## config.mk

```make
export PLATFORM = sky130hd
export DESIGN_NAME = bus_agent_ctrl
export DESIGN_NICKNAME = d
export VERILOG_FILES = /design/src/rtl/bus_agent_pkg.sv /design/src/rtl/bus_agent_dp.sv /design/src/rtl/bus_agent_fsm.sv /design/src/rtl/bus_agent_ctrl.sv
export SDC_FILE = /design/constraint.sdc
export NUM_CORES = 1
export LEC_CHECK = 0
export ABC_AREA = 1
export BUFFER_PORTS_ARGS = -buffer_cell sky130_fd_sc_hd__buf_2
export CORE_ASPECT_RATIO = 1.25
export CORE_MARGIN = 4
export CORE_UTILIZATION = 46
export DETAILED_ROUTE_END_ITERATION = 16
export GPL_TIMING_DRIVEN = 0
export PLACE_DENSITY = 0.8
export RECOVER_POWER = 100
export SLEW_MARGIN = 20
export SYNTH_ARGS = -nofsm -noshare
export SYNTH_HDL_FRONTEND = slang
export SYNTH_SLANG_ARGS = --single-unit
```

## constraint.sdc

```tcl
create_clock -name clk -period 1.69 [get_ports clk]
set_clock_uncertainty 0.2 [all_clocks]
set_input_delay 0.169 -clock clk [delete_from_list [all_inputs] [get_ports clk]]
set_output_delay 0.169 -clock clk [all_outputs]
set_load 0.005 [all_outputs]
```

## src/rtl/bus_agent_pkg.sv

```systemverilog
package bus_agent_pkg;

  typedef enum logic [2:0] {
    ST_IDLE,
    ST_RESOLVE,
    ST_REQUEST,
    ST_REPLY,
    ST_EXC,
    ST_RECOVER
  } agentState_e;

  // strobes from control to datapath
  typedef struct packed {
    logic dropReq;
    logic clrResolve;
    logic stepResolve;
    logic clrItem;
    logic stepItem;
    logic respOk;
    logic respErr;
    logic driveArb;
    logic driveAddr;
    logic driveReply;
  } ctlStrobe_t;

endpackage

```

## src/rtl/bus_agent_dp.sv

```systemverilog
module bus_agent_dp
  import bus_agent_pkg::*;
#(
  parameter int AW      = 16,
  parameter int DW      = 16,
  parameter int IW      = 4,
  parameter int LW      = 4,
  parameter int RES_CYC = 2
) (
  input  logic          clk,
  input  logic          rst,
  input  ctlStrobe_t    strb,
  input  logic [IW-1:0] agentId,
  input  logic          locReq,
  input  logic [AW-1:0] locAddr,
  input  logic [LW-1:0] locLen,
  input  logic          locWrite,
  input  logic [DW-1:0] locWdata,
  input  logic [IW-1:0] busArbIn,
  input  logic [DW-1:0] busDataIn,
  output logic          pending,
  output logic          resolveDone,
  output logic          arbWon,
  output logic          lastItem,
  output logic          locReady,
  output logic          locBeat,
  output logic [DW-1:0] locRdata,
  output logic          locDone,
  output logic          locErr,
  output logic [IW-1:0] busArbOut,
  output logic          busArbDrive,
  output logic          busBusyOut,
  output logic [AW-1:0] busAddrOut,
  output logic          busAddrStrobe,
  output logic          busWriteOut,
  output logic          busOwnRdy,
  output logic          busEot,
  output logic [DW-1:0] busDataOut
);

  logic [AW-1:0] addrReg;
  logic [LW-1:0] lenReg;
  logic          writeReg;
  logic [LW-1:0] itemIdx;
  logic [DW-1:0] rdataReg;
  logic          doneReg;
  logic          errReg;

  // held request
  always_ff @(posedge clk) begin
    if (rst) begin
      pending  <= 1'b0;
      addrReg  <= '0;
      lenReg   <= '0;
      writeReg <= 1'b0;
    end else if (strb.dropReq) begin
      pending <= 1'b0;
    end else if (locReq && !pending) begin
      pending  <= 1'b1;
      addrReg  <= locAddr;
      lenReg   <= locLen;
      writeReg <= locWrite;
    end
  end

  // resolution window counter
  generate
    if (RES_CYC > 1) begin : g_resCnt
      localparam int RCW = $clog2(RES_CYC);
      localparam logic [RCW-1:0] RES_LAST = RCW'(RES_CYC - 1);
      logic [RCW-1:0] resolveCnt;
      always_ff @(posedge clk) begin
        if (rst || strb.clrResolve) resolveCnt <= '0;
        else if (strb.stepResolve)  resolveCnt <= resolveCnt + 1'b1;
      end
      assign resolveDone = (resolveCnt == RES_LAST);
    end else begin : g_resOne
      assign resolveDone = 1'b1;
    end
  endgenerate

  // item counter, read capture, response
  always_ff @(posedge clk) begin
    if (rst) begin
      itemIdx  <= '0;
      rdataReg <= '0;
      doneReg  <= 1'b0;
      errReg   <= 1'b0;
    end else begin
      if (strb.clrItem)       itemIdx <= '0;
      else if (strb.stepItem) itemIdx <= itemIdx + 1'b1;
      if (strb.stepItem && !writeReg) rdataReg <= busDataIn;
      doneReg <= strb.respOk | strb.respErr;
      errReg  <= strb.respErr;
    end
  end

  assign arbWon   = (busArbIn == agentId);
  assign lastItem = (itemIdx == lenReg);

  assign locReady = !pending;
  assign locBeat  = strb.stepItem;
  assign locRdata = rdataReg;
  assign locDone  = doneReg;
  assign locErr   = errReg;

  assign busArbDrive   = strb.driveArb;
  assign busArbOut     = strb.driveArb ? agentId : '0;
  assign busAddrStrobe = strb.driveAddr;
  assign busAddrOut    = strb.driveAddr ? addrReg : '0;
  assign busBusyOut    = strb.driveAddr | strb.driveReply;
  assign busWriteOut   = (strb.driveAddr | strb.driveReply) & writeReg;
  assign busOwnRdy     = strb.driveReply;
  assign busEot        = strb.driveReply & lastItem;
  assign busDataOut    = (strb.driveReply && writeReg) ? locWdata : '0;

endmodule

```

## src/rtl/bus_agent_fsm.sv

```systemverilog
module bus_agent_fsm
  import bus_agent_pkg::*;
(
  input  logic       clk,
  input  logic       rst,
  input  logic       pending,
  input  logic       resolveDone,
  input  logic       arbWon,
  input  logic       lastItem,
  input  logic       busBusyIn,
  input  logic       busRepRdy,
  input  logic       excIn,
  output ctlStrobe_t strb
);

  agentState_e state, nextState;

  always_ff @(posedge clk) begin
    if (rst) state <= ST_IDLE;
    else     state <= nextState;
  end

  always_comb begin
    nextState = state;
    strb      = '0;
    unique case (state)
      ST_IDLE: begin
        if (excIn) begin
          nextState = ST_EXC;
        end else if (pending && !busBusyIn) begin
          nextState       = ST_RESOLVE;
          strb.clrResolve = 1'b1;
        end
      end
      ST_RESOLVE: begin
        strb.driveArb = 1'b1;
        if (excIn) begin
          nextState    = ST_EXC;
          strb.respErr = 1'b1;
          strb.dropReq = 1'b1;
        end else if (resolveDone) begin
          if (arbWon) begin
            nextState    = ST_REQUEST;
            strb.clrItem = 1'b1;
          end else begin
            nextState = ST_IDLE;
          end
        end else begin
          strb.stepResolve = 1'b1;
        end
      end
      ST_REQUEST: begin
        strb.driveAddr = 1'b1;
        if (excIn) begin
          nextState    = ST_EXC;
          strb.respErr = 1'b1;
          strb.dropReq = 1'b1;
        end else begin
          nextState = ST_REPLY;
        end
      end
      ST_REPLY: begin
        strb.driveReply = 1'b1;
        if (excIn) begin
          nextState    = ST_EXC;
          strb.respErr = 1'b1;
          strb.dropReq = 1'b1;
        end else if (busRepRdy) begin
          strb.stepItem = 1'b1;
          if (lastItem) begin
            nextState    = ST_IDLE;
            strb.respOk  = 1'b1;
            strb.dropReq = 1'b1;
          end
        end
      end
      ST_EXC: begin
        nextState = ST_RECOVER;
      end
      ST_RECOVER: begin
        if (pending && !busBusyIn && !excIn) begin
          nextState       = ST_RESOLVE;
          strb.clrResolve = 1'b1;
        end else begin
          nextState = ST_IDLE;
        end
      end
      default: nextState = ST_IDLE;
    endcase
  end

endmodule

```

## src/rtl/bus_agent_ctrl.sv

```systemverilog
module bus_agent_ctrl
  import bus_agent_pkg::*;
#(
  parameter int AW      = 16,
  parameter int DW      = 16,
  parameter int IW      = 4,
  parameter int LW      = 4,
  parameter int RES_CYC = 2
) (
  input  logic          clk,
  input  logic          rst,
  input  logic [IW-1:0] agentId,
  input  logic          locReq,
  output logic          locReady,
  input  logic [AW-1:0] locAddr,
  input  logic [LW-1:0] locLen,
  input  logic          locWrite,
  input  logic [DW-1:0] locWdata,
  output logic          locBeat,
  output logic [DW-1:0] locRdata,
  output logic          locDone,
  output logic          locErr,
  input  logic [IW-1:0] busArbIn,
  output logic [IW-1:0] busArbOut,
  output logic          busArbDrive,
  input  logic          busBusyIn,
  output logic          busBusyOut,
  output logic [AW-1:0] busAddrOut,
  output logic          busAddrStrobe,
  output logic          busWriteOut,
  output logic          busOwnRdy,
  output logic          busEot,
  input  logic          busRepRdy,
  output logic [DW-1:0] busDataOut,
  input  logic [DW-1:0] busDataIn,
  input  logic          excIn
);

  ctlStrobe_t strb;
  logic pending, resolveDone, arbWon, lastItem;

  bus_agent_fsm u_fsm (
    .clk         (clk),
    .rst         (rst),
    .pending     (pending),
    .resolveDone (resolveDone),
    .arbWon      (arbWon),
    .lastItem    (lastItem),
    .busBusyIn   (busBusyIn),
    .busRepRdy   (busRepRdy),
    .excIn       (excIn),
    .strb        (strb)
  );

  bus_agent_dp #(
    .AW(AW), .DW(DW), .IW(IW), .LW(LW), .RES_CYC(RES_CYC)
  ) u_dp (
    .clk           (clk),
    .rst           (rst),
    .strb          (strb),
    .agentId       (agentId),
    .locReq        (locReq),
    .locAddr       (locAddr),
    .locLen        (locLen),
    .locWrite      (locWrite),
    .locWdata      (locWdata),
    .busArbIn      (busArbIn),
    .busDataIn     (busDataIn),
    .pending       (pending),
    .resolveDone   (resolveDone),
    .arbWon        (arbWon),
    .lastItem      (lastItem),
    .locReady      (locReady),
    .locBeat       (locBeat),
    .locRdata      (locRdata),
    .locDone       (locDone),
    .locErr        (locErr),
    .busArbOut     (busArbOut),
    .busArbDrive   (busArbDrive),
    .busBusyOut    (busBusyOut),
    .busAddrOut    (busAddrOut),
    .busAddrStrobe (busAddrStrobe),
    .busWriteOut   (busWriteOut),
    .busOwnRdy     (busOwnRdy),
    .busEot        (busEot),
    .busDataOut    (busDataOut)
  );

endmodule

```

==> results.cfg, run 1 <==
[outcome]
outcome = finished with violations
violations = negative setup slack

[power]
switchingPower_w = 0.000990
clockPowerShare = 0.235
vdd_drop_max_v = 0.000612
sequentialPowerShare = 0.427
p_comb_frac = 0.337
p_int_w = 0.00199
p_leak_nw = 2.28
sw_frac_of_total = 0.333
power_density_mw_per_mm2 = 697

[routing]
dr.pass1.iters = 4
drcViolationCount = 0
drt-initial-drc-count = 157
postRouteAntennaNets = 0
finalWirelength_um = 8820
routedWlPerCell_um = 13.0
vias = 3243
viasPerCell = 4.79

[logic_synthesis]
yosys_most_used_dff = dfxtp_1
ys_warn_count = 0
synth_area_leaders = dfxtp_1 37%, nand2_1 14%, inv_1 13%
avgSynthCellArea_um2 = 6.16
syn_area_mm2 = 0.00260
ys_types = 26
synth_edf_count = 0
ys_async_sr_fraction = 0
netlist_instances = 422
syn-num-nets = 490
synth_seq_area_share = 0.369
yosys.area.top_type = dfxtp_1
synth_seq_cells = 48
synth_top_area_share = 0.369

[floorplanning]
io_pins = 129
start_util = 0.478
die_area_mm2 = 0.00693
dieHeight_um = 92.1
die-width_um = 75.3
row_count = 30
fp.coreArea_mm2 = 0.00544

[placed_design]
portBuffers = 128
routabilityCongestion = 0.834
dpl.cell_count = 614
place_hpwl_um = 5480

[final_layout]
fin_util = 0.785
final_common_cell = buf_2
final_layout_size_suffix_gt1_frac = 0.364
mostFrequentLayoutCells = 110 x buf_2, 88 x nand2_1, 86 x inv_1
syn_to_final_growth_pct = 64.3
fillers = 394
fin_nets = 681
instances_no_fill = 677
diodes = 0

[worst_setup_path]
cp.arrival_ns = 1.36
path_class = register to output port
cp-start-kind = register
ff2ff_path_depth = 10
end_kind = output port
r2r_end = u_dp.addrReg[2]$_SDFFE_PP0P_
regToRegSetupSlack_ns = -0.04
cp_max_fo = 5
rr_startpoint = u_fsm.state[2]$_SDFFE_PP0P_
cp.required_ns = 1.32

[sta]
tightest_slew_ns = 0.501
fin_crit_ns = 1.73
period_share = 1.03
timing.fmax_mhz = 577
fin_ws_ns = -0.0425
rsz0062_at_grt = true
finalHoldViolations = 0
relSlewSlack = 0.666
drv_slew = 0
setup_viol = 32

[clocking]
clk_latency_ns = 0.31
cts_inserted_buffers = 5
path_clk_slew_ns = 0.07
cts_buffer_depth = 2
cts_tree = yes
clock-sinks = 48
clock-root-buffer = clkbuf_8
cts_htree_levels = 2

[global_route]
grt_pass1_wl_um = 13100
gr-total-overflow = 0
antenna_found_initial = 0
grtUsageTotal = 0.238
grt_max_degree = 17
grt_pass1_vias = 3058

[worst_hold_path]
hold_depth = 4
holdPathEnd = u_fsm.state[1]$_SDFFE_PP0P_
worstHoldPathType = input pin to register
min_from = busBusyIn

[job]
max-cap-violations = 0
[cells in the mapped netlist (2+ instances only)]
library cell,count
nor3_1,3
a21oi_1,24
nand3_1,21
dfxtp_1,48
nand2_1,94
nor2_1,70
buf_4,2
nand2_4,2
inv_2,13
clkbuf_1,9
nand4_1,25
xor2_1,2
buf_2,7
inv_1,87
xnor2_1,2
nor2_2,3
[worst max-delay path by stage]
stage                                     start                        endpoint  slack, ns  cells after the start
floorplan           u_fsm.state[2]$_SDFFE_PP0P_  u_dp.locRdata[13]$_SDFFE_PP0P_       0.12                      9
global placement    u_fsm.state[2]$_SDFFE_PP0P_                   busAddrOut[1]      -0.26                      7
detailed placement  u_fsm.state[2]$_SDFFE_PP0P_                   busAddrOut[1]      -0.25                      7
CTS                 u_fsm.state[2]$_SDFFE_PP0P_                   busDataOut[6]      -0.06                      7
global route        u_dp.lenReg[0]$_SDFFE_PP0P_                          busEot      -0.12                      7
finish              u_fsm.state[1]$_SDFFE_PP0P_                   busAddrOut[2]      -0.04                      6
[cell families after synthesis]
kind of cell / count (synthesis) / synth area share
compound gates: 28 / 0.0611
simple gates: 222 / 0.373
xor+xnor: 4 / 0.0135
buf+inv: 119 / 0.178
flops: 48 / 0.369
fa+ha+maj: 1 / 0.00481
[registers in the layout (all words and copies together), names as in the netlist]
register	count
u_dp.addrReg	16
u_dp.locRdata	16
u_dp.itemIdx	4
u_dp.lenReg	4
u_fsm.state	3
u_dp.locDone	1
u_dp.locErr	1
u_dp.pending	1
u_dp.resolveDone	1
u_dp.writeReg	1
[layout make-up]
cell class | instances | area, µm² | area share
multi-input combinational | 255 | 1380 | 0.324
timing repair buffer | 185 | 1190 | 0.278
sequential | 48 | 986 | 0.231
inverter | 101 | 387 | 0.0905
buffer | 17 | 156 | 0.0366
clock buffer | 6 | 82.6 | 0.0193
tap | 64 | 80.1 | 0.0187
clock inverter | 1 | 8.76 | 0.00205
[repair_timing]
| item | 4_1_cts | 5_1_grt |
|---|---|---|
| cloned | 2 | 1 |
| setup endpoints to repair | 73 | 80 |
| endpoints found under the hold margin | 37 | 0 |
| pin swaps | 7 | 19 |
| resized for setup | 48 | 66 |
| buffers inserted | 12 | 5 |
| hold buffers | 37 | 0 |
[per-stage QoR]
| step | power (W) | area, µm² | hold slack, ns | setup slack [ns] | TNS, ns |
|---|---|---|---|---|---|
| 6_report | 0.00298 | 4270 | 0.00338 | -0.0425 | -0.533 |
| 3_5_place_dp | 0.00200 | 3320 | 0.196 | -0.250 | -5.86 |
| 2_1_floorplan | 0.00176 | 2600 | 0.0483 | 0.121 | 0 |
| 3_3_place_gp | 0.00197 | 3320 | 0.183 | -0.258 | -4.95 |
| 5_1_grt | 0.00315 | 4270 | 0.0146 | -0.118 | -4.08 |
| 4_1_cts | 0.00287 | 4040 | 0.00241 | -0.0631 | -0.948 |
[critical path, stage by stage, from the launching register on]
cell and delay, ns:
dfxtp_2 0.40, nand2_4 0.09, nor2_4 0.14, inv_4 0.08, clkbuf_16 0.17, nor2_4 0.07, buf_2 0.12
[per-layer routing]
layer	track usage	up-vias	routed length, µm
li1	-	1648	-
met1	0.251	1432	3350
met2	0.449	141	4610
met3	0.0482	22	653
met4	0.0802	0	201
met5	0	-	0
[power groups by stage]
stage	clock (W)	sequential (W)	combinational (W)
2_1_floorplan	0	0.00128	0.000479
3_3_place_gp	0	0.00129	0.000688
3_5_place_dp	0	0.00129	0.000707
4_1_cts	0.000719	0.00127	0.000878
5_1_grt	0.000758	0.00128	0.00111
6_report	0.000701	0.00127	0.00100
Power figures use the tool's default switching activity.
==> run 2: changes to the inputs <==
--- a/config.mk
+++ b/config.mk
@@ -5,14 +5,13 @@
 export SDC_FILE = /design/constraint.sdc
 export NUM_CORES = 1
 export LEC_CHECK = 0
-export ABC_AREA = 1
 export BUFFER_PORTS_ARGS = -buffer_cell sky130_fd_sc_hd__buf_2
 export CORE_ASPECT_RATIO = 1.25
 export CORE_MARGIN = 4
 export CORE_UTILIZATION = 46
 export DETAILED_ROUTE_END_ITERATION = 16
 export GPL_TIMING_DRIVEN = 0
-export PLACE_DENSITY = 0.8
+export PLACE_DENSITY = 0.81
 export RECOVER_POWER = 100
 export SLEW_MARGIN = 20
 export SYNTH_ARGS = -nofsm -noshare
==> results.cfg, run 2 <==
[logic_synthesis]
synth_edf_count = 0
synth_seq_cells = 48
yosys.area.top_type = dfxtp_1
syn_area_mm2 = 0.00255
synth_seq_area_share = 0.377
avgSynthCellArea_um2 = 9.66
yosys_most_used_dff = dfxtp_1
syn-num-nets = 332
synth_common_cells = 48 x dfxtp_1, 45 x nand2b_1, 37 x mux2i_1
synth_top_area_share = 0.377
ys_async_sr_fraction = 0
netlist_instances = 264
ys_warn_count = 0
synth_area_leaders = dfxtp_1 38%, mux2i_1 15%, nand2b_1 11%
yosys.cell_count.top_type = dfxtp_1
ys_types = 42

[final_layout]
instances_no_fill = 533
final_common_cell = buf_2
fin_util = 0.854
regArea_um2 = 981
diodes = 0
final_layout_size_suffix_gt1_frac = 0.503
fin_nets = 536
fillers = 259
mostFrequentLayoutCells = 84 x buf_2, 59 x buf_6, 45 x nand2b_1
syn_to_final_growth_pct = 81.0
multi_input_area_mm2 = 0.00169

[worst_hold_path]
worstHoldPathType = input pin to register
holdPathEnd = u_dp.pending$_SDFFE_PP0P_
min_from = locReq
hold_depth = 3

[worst_setup_path]
cp_max_fo = 7
path_class = register to output port
ff2ff_path_depth = 7
worst-path-buf-inv = 4
regToRegSetupSlack_ns = -0.24
cp-start-kind = register
crit_family = simple AND/OR/NAND/NOR gates
cp.arrival_ns = 1.60
end_kind = output port
r2r_end = u_dp.locRdata[4]$_SDFFE_PP0P_
rr_startpoint = u_fsm.state[2]$_SDFFE_PP0P_
crit_slowest_cell = dfxtp_2
path_cells = buf_6 > buf_6 > nor2b_4 > nor2b_4 > buf_6 > and2_4 > buf_6
cp.required_ns = 1.32
max_stage_delay_ns = 0.33
crit_path_frequent_cell = buf_6

[routing]
postRouteAntennaNets = 0
drcViolationCount = 0
routedWlPerCell_um = 18.5
dr.pass1.iters = 4
drt-initial-drc-count = 156
finalWirelength_um = 9840
viasPerCell = 5.23
vias = 2788

[outcome]
outcome = finished with violations
violations = negative setup slack

[sta]
relSlewSlack = 0.695
timing.fmax_mhz = 509
drv_slew = 0
fin_ws_ns = -0.275
timing.setup.tns_ns = -15.44
period_share = 1.16
hold_slack_ns = 0.0424
tightest_slew_ns = 0.456
finalHoldViolations = 0
rsz0062_at_grt = true
fin_crit_ns = 1.96
setup_viol = 86

[clocking]
clock-sinks = 48
cts_htree_levels = 2
path_clk_slew_ns = 0.09
cts_buffer_depth = 2
cts_tree = yes
clk_latency_ns = 0.30
clock-root-buffer = clkbuf_8
cts_inserted_buffers = 5

[global_route]
gr-total-overflow = 0
antenna_found_initial = 0
grt_max_degree = 15
grtUsageTotal = 0.258
grt_pass1_vias = 2932
grt_pass1_wl_um = 14000

[power]
vdd_drop_max_v = 0.000594
power_density_mw_per_mm2 = 565
p_leak_nw = 2.05

[floorplanning]
die-width_um = 74.6
dieHeight_um = 91.3
fp.coreArea_mm2 = 0.00541
io_pins = 129
die_area_mm2 = 0.00681
start_util = 0.472
row_count = 30

[job]
max-cap-violations = 0

[placed_design]
dpl.cell_count = 455
portBuffers = 127
dp_slack_ns = -0.354
place_hpwl_um = 4770
routabilityCongestion = 0.814
-- run 2: changes by cell type in the layout (fill, tap and decap cells not counted), sizes merged, moves of 16 or more --
cell	previous run	this run
a21oi	24	5
and2	0	22
and3	0	16
buf	139	160
inv	100	2
mux2i	0	37
nand2	97	3
nand2b	0	45
nand3	22	1
nand4	25	0
nor2	74	24
-- run 2: power by group --
group,internal (W),total (W),switching (W)
clock network,0.000440,0.000830,0.000390
logic,0.000319,0.000561,0.000242
registers,0.00118,0.00122,0.0000407
total,0.00194,0.00261,0.000672
-- run 2: through the flow --
stage          total power, W  area, µm²
6_report              0.00261       4620
5_1_grt               0.00271       4620
4_1_cts               0.00254       4420
3_5_place_dp          0.00160       3270
3_3_place_gp          0.00158       3270
2_1_floorplan         0.00146       2550
-- run 2: cells by family (layout without fill, tap and decap cells) --
logic type | count (synthesis) | after routing | synth area share
multiplexers | 37 | 37 | 0.145
flip-flops | 48 | 48 | 0.377
adder cells (fa/ha/maj) | 1 | 1 | 0.00490
AND/OR/NAND/NOR | 129 | 129 | 0.309
XOR/XNOR | 11 | 11 | 0.0437
buffers and inverters | 21 | 226 | 0.0613
AO/OA/AOI/OAI | 17 | 17 | 0.0593
-- run 2: layout make-up --
type	count	area share
Buffer	19	0.0407
Clock buffer	6	0.0157
Clock inverter	2	0.00759
Inverter	2	0.00163
Multi-Input combinational cell	195	0.366
Sequential cell	48	0.212
Tap cell	64	0.0173
Timing Repair Buffer	197	0.339
-- run 2: routing by layer --
layer  up-vias  GRT usage  wire, µm
li1       1284          -         -
met1      1332      0.261      3390
met2       134      0.486      5350
met3        38     0.0742       705
met4         0     0.0816       397
met5         -          0         0
-- run 2: worst register-to-register path: stages (launching register included) --
cell and delay (ns):
dfxtp_2 0.33, buf_6 0.12, buf_4 0.14, nand4b_4 0.23
nor3_4 0.25, buf_12 0.19, mux2i_1 0.26, nor2_1 0.10
-- run 2: worst max path at each step --
stage / start / slack [ns] / to / cells past startpoint
after floorplan: u_fsm.state[2]$_SDFFE_PP0P_ / 0.0005 / u_dp.locRdata[0]$_SDFFE_PP0P_ / 6
after global placement: u_fsm.state[1]$_SDFFE_PP0P_ / -0.34 / busAddrOut[0] / 6
after detailed placement: u_fsm.state[1]$_SDFFE_PP0P_ / -0.35 / busAddrOut[0] / 6
after CTS: u_fsm.state[2]$_SDFFE_PP0P_ / -0.22 / busAddrOut[12] / 7
after global routing: u_fsm.state[2]$_SDFFE_PP0P_ / -0.32 / busAddrOut[12] / 7
final: u_fsm.state[2]$_SDFFE_PP0P_ / -0.27 / busAddrOut[12] / 7
-- run 2: what timing repair did --
action,CTS,global route
gates resized for setup,106,36
pin swaps,45,17
setup endpoints to repair,80,86
hold endpoints to repair,40,0
buffers inserted,18,8
gates cloned,6,0
hold buffers,39,0
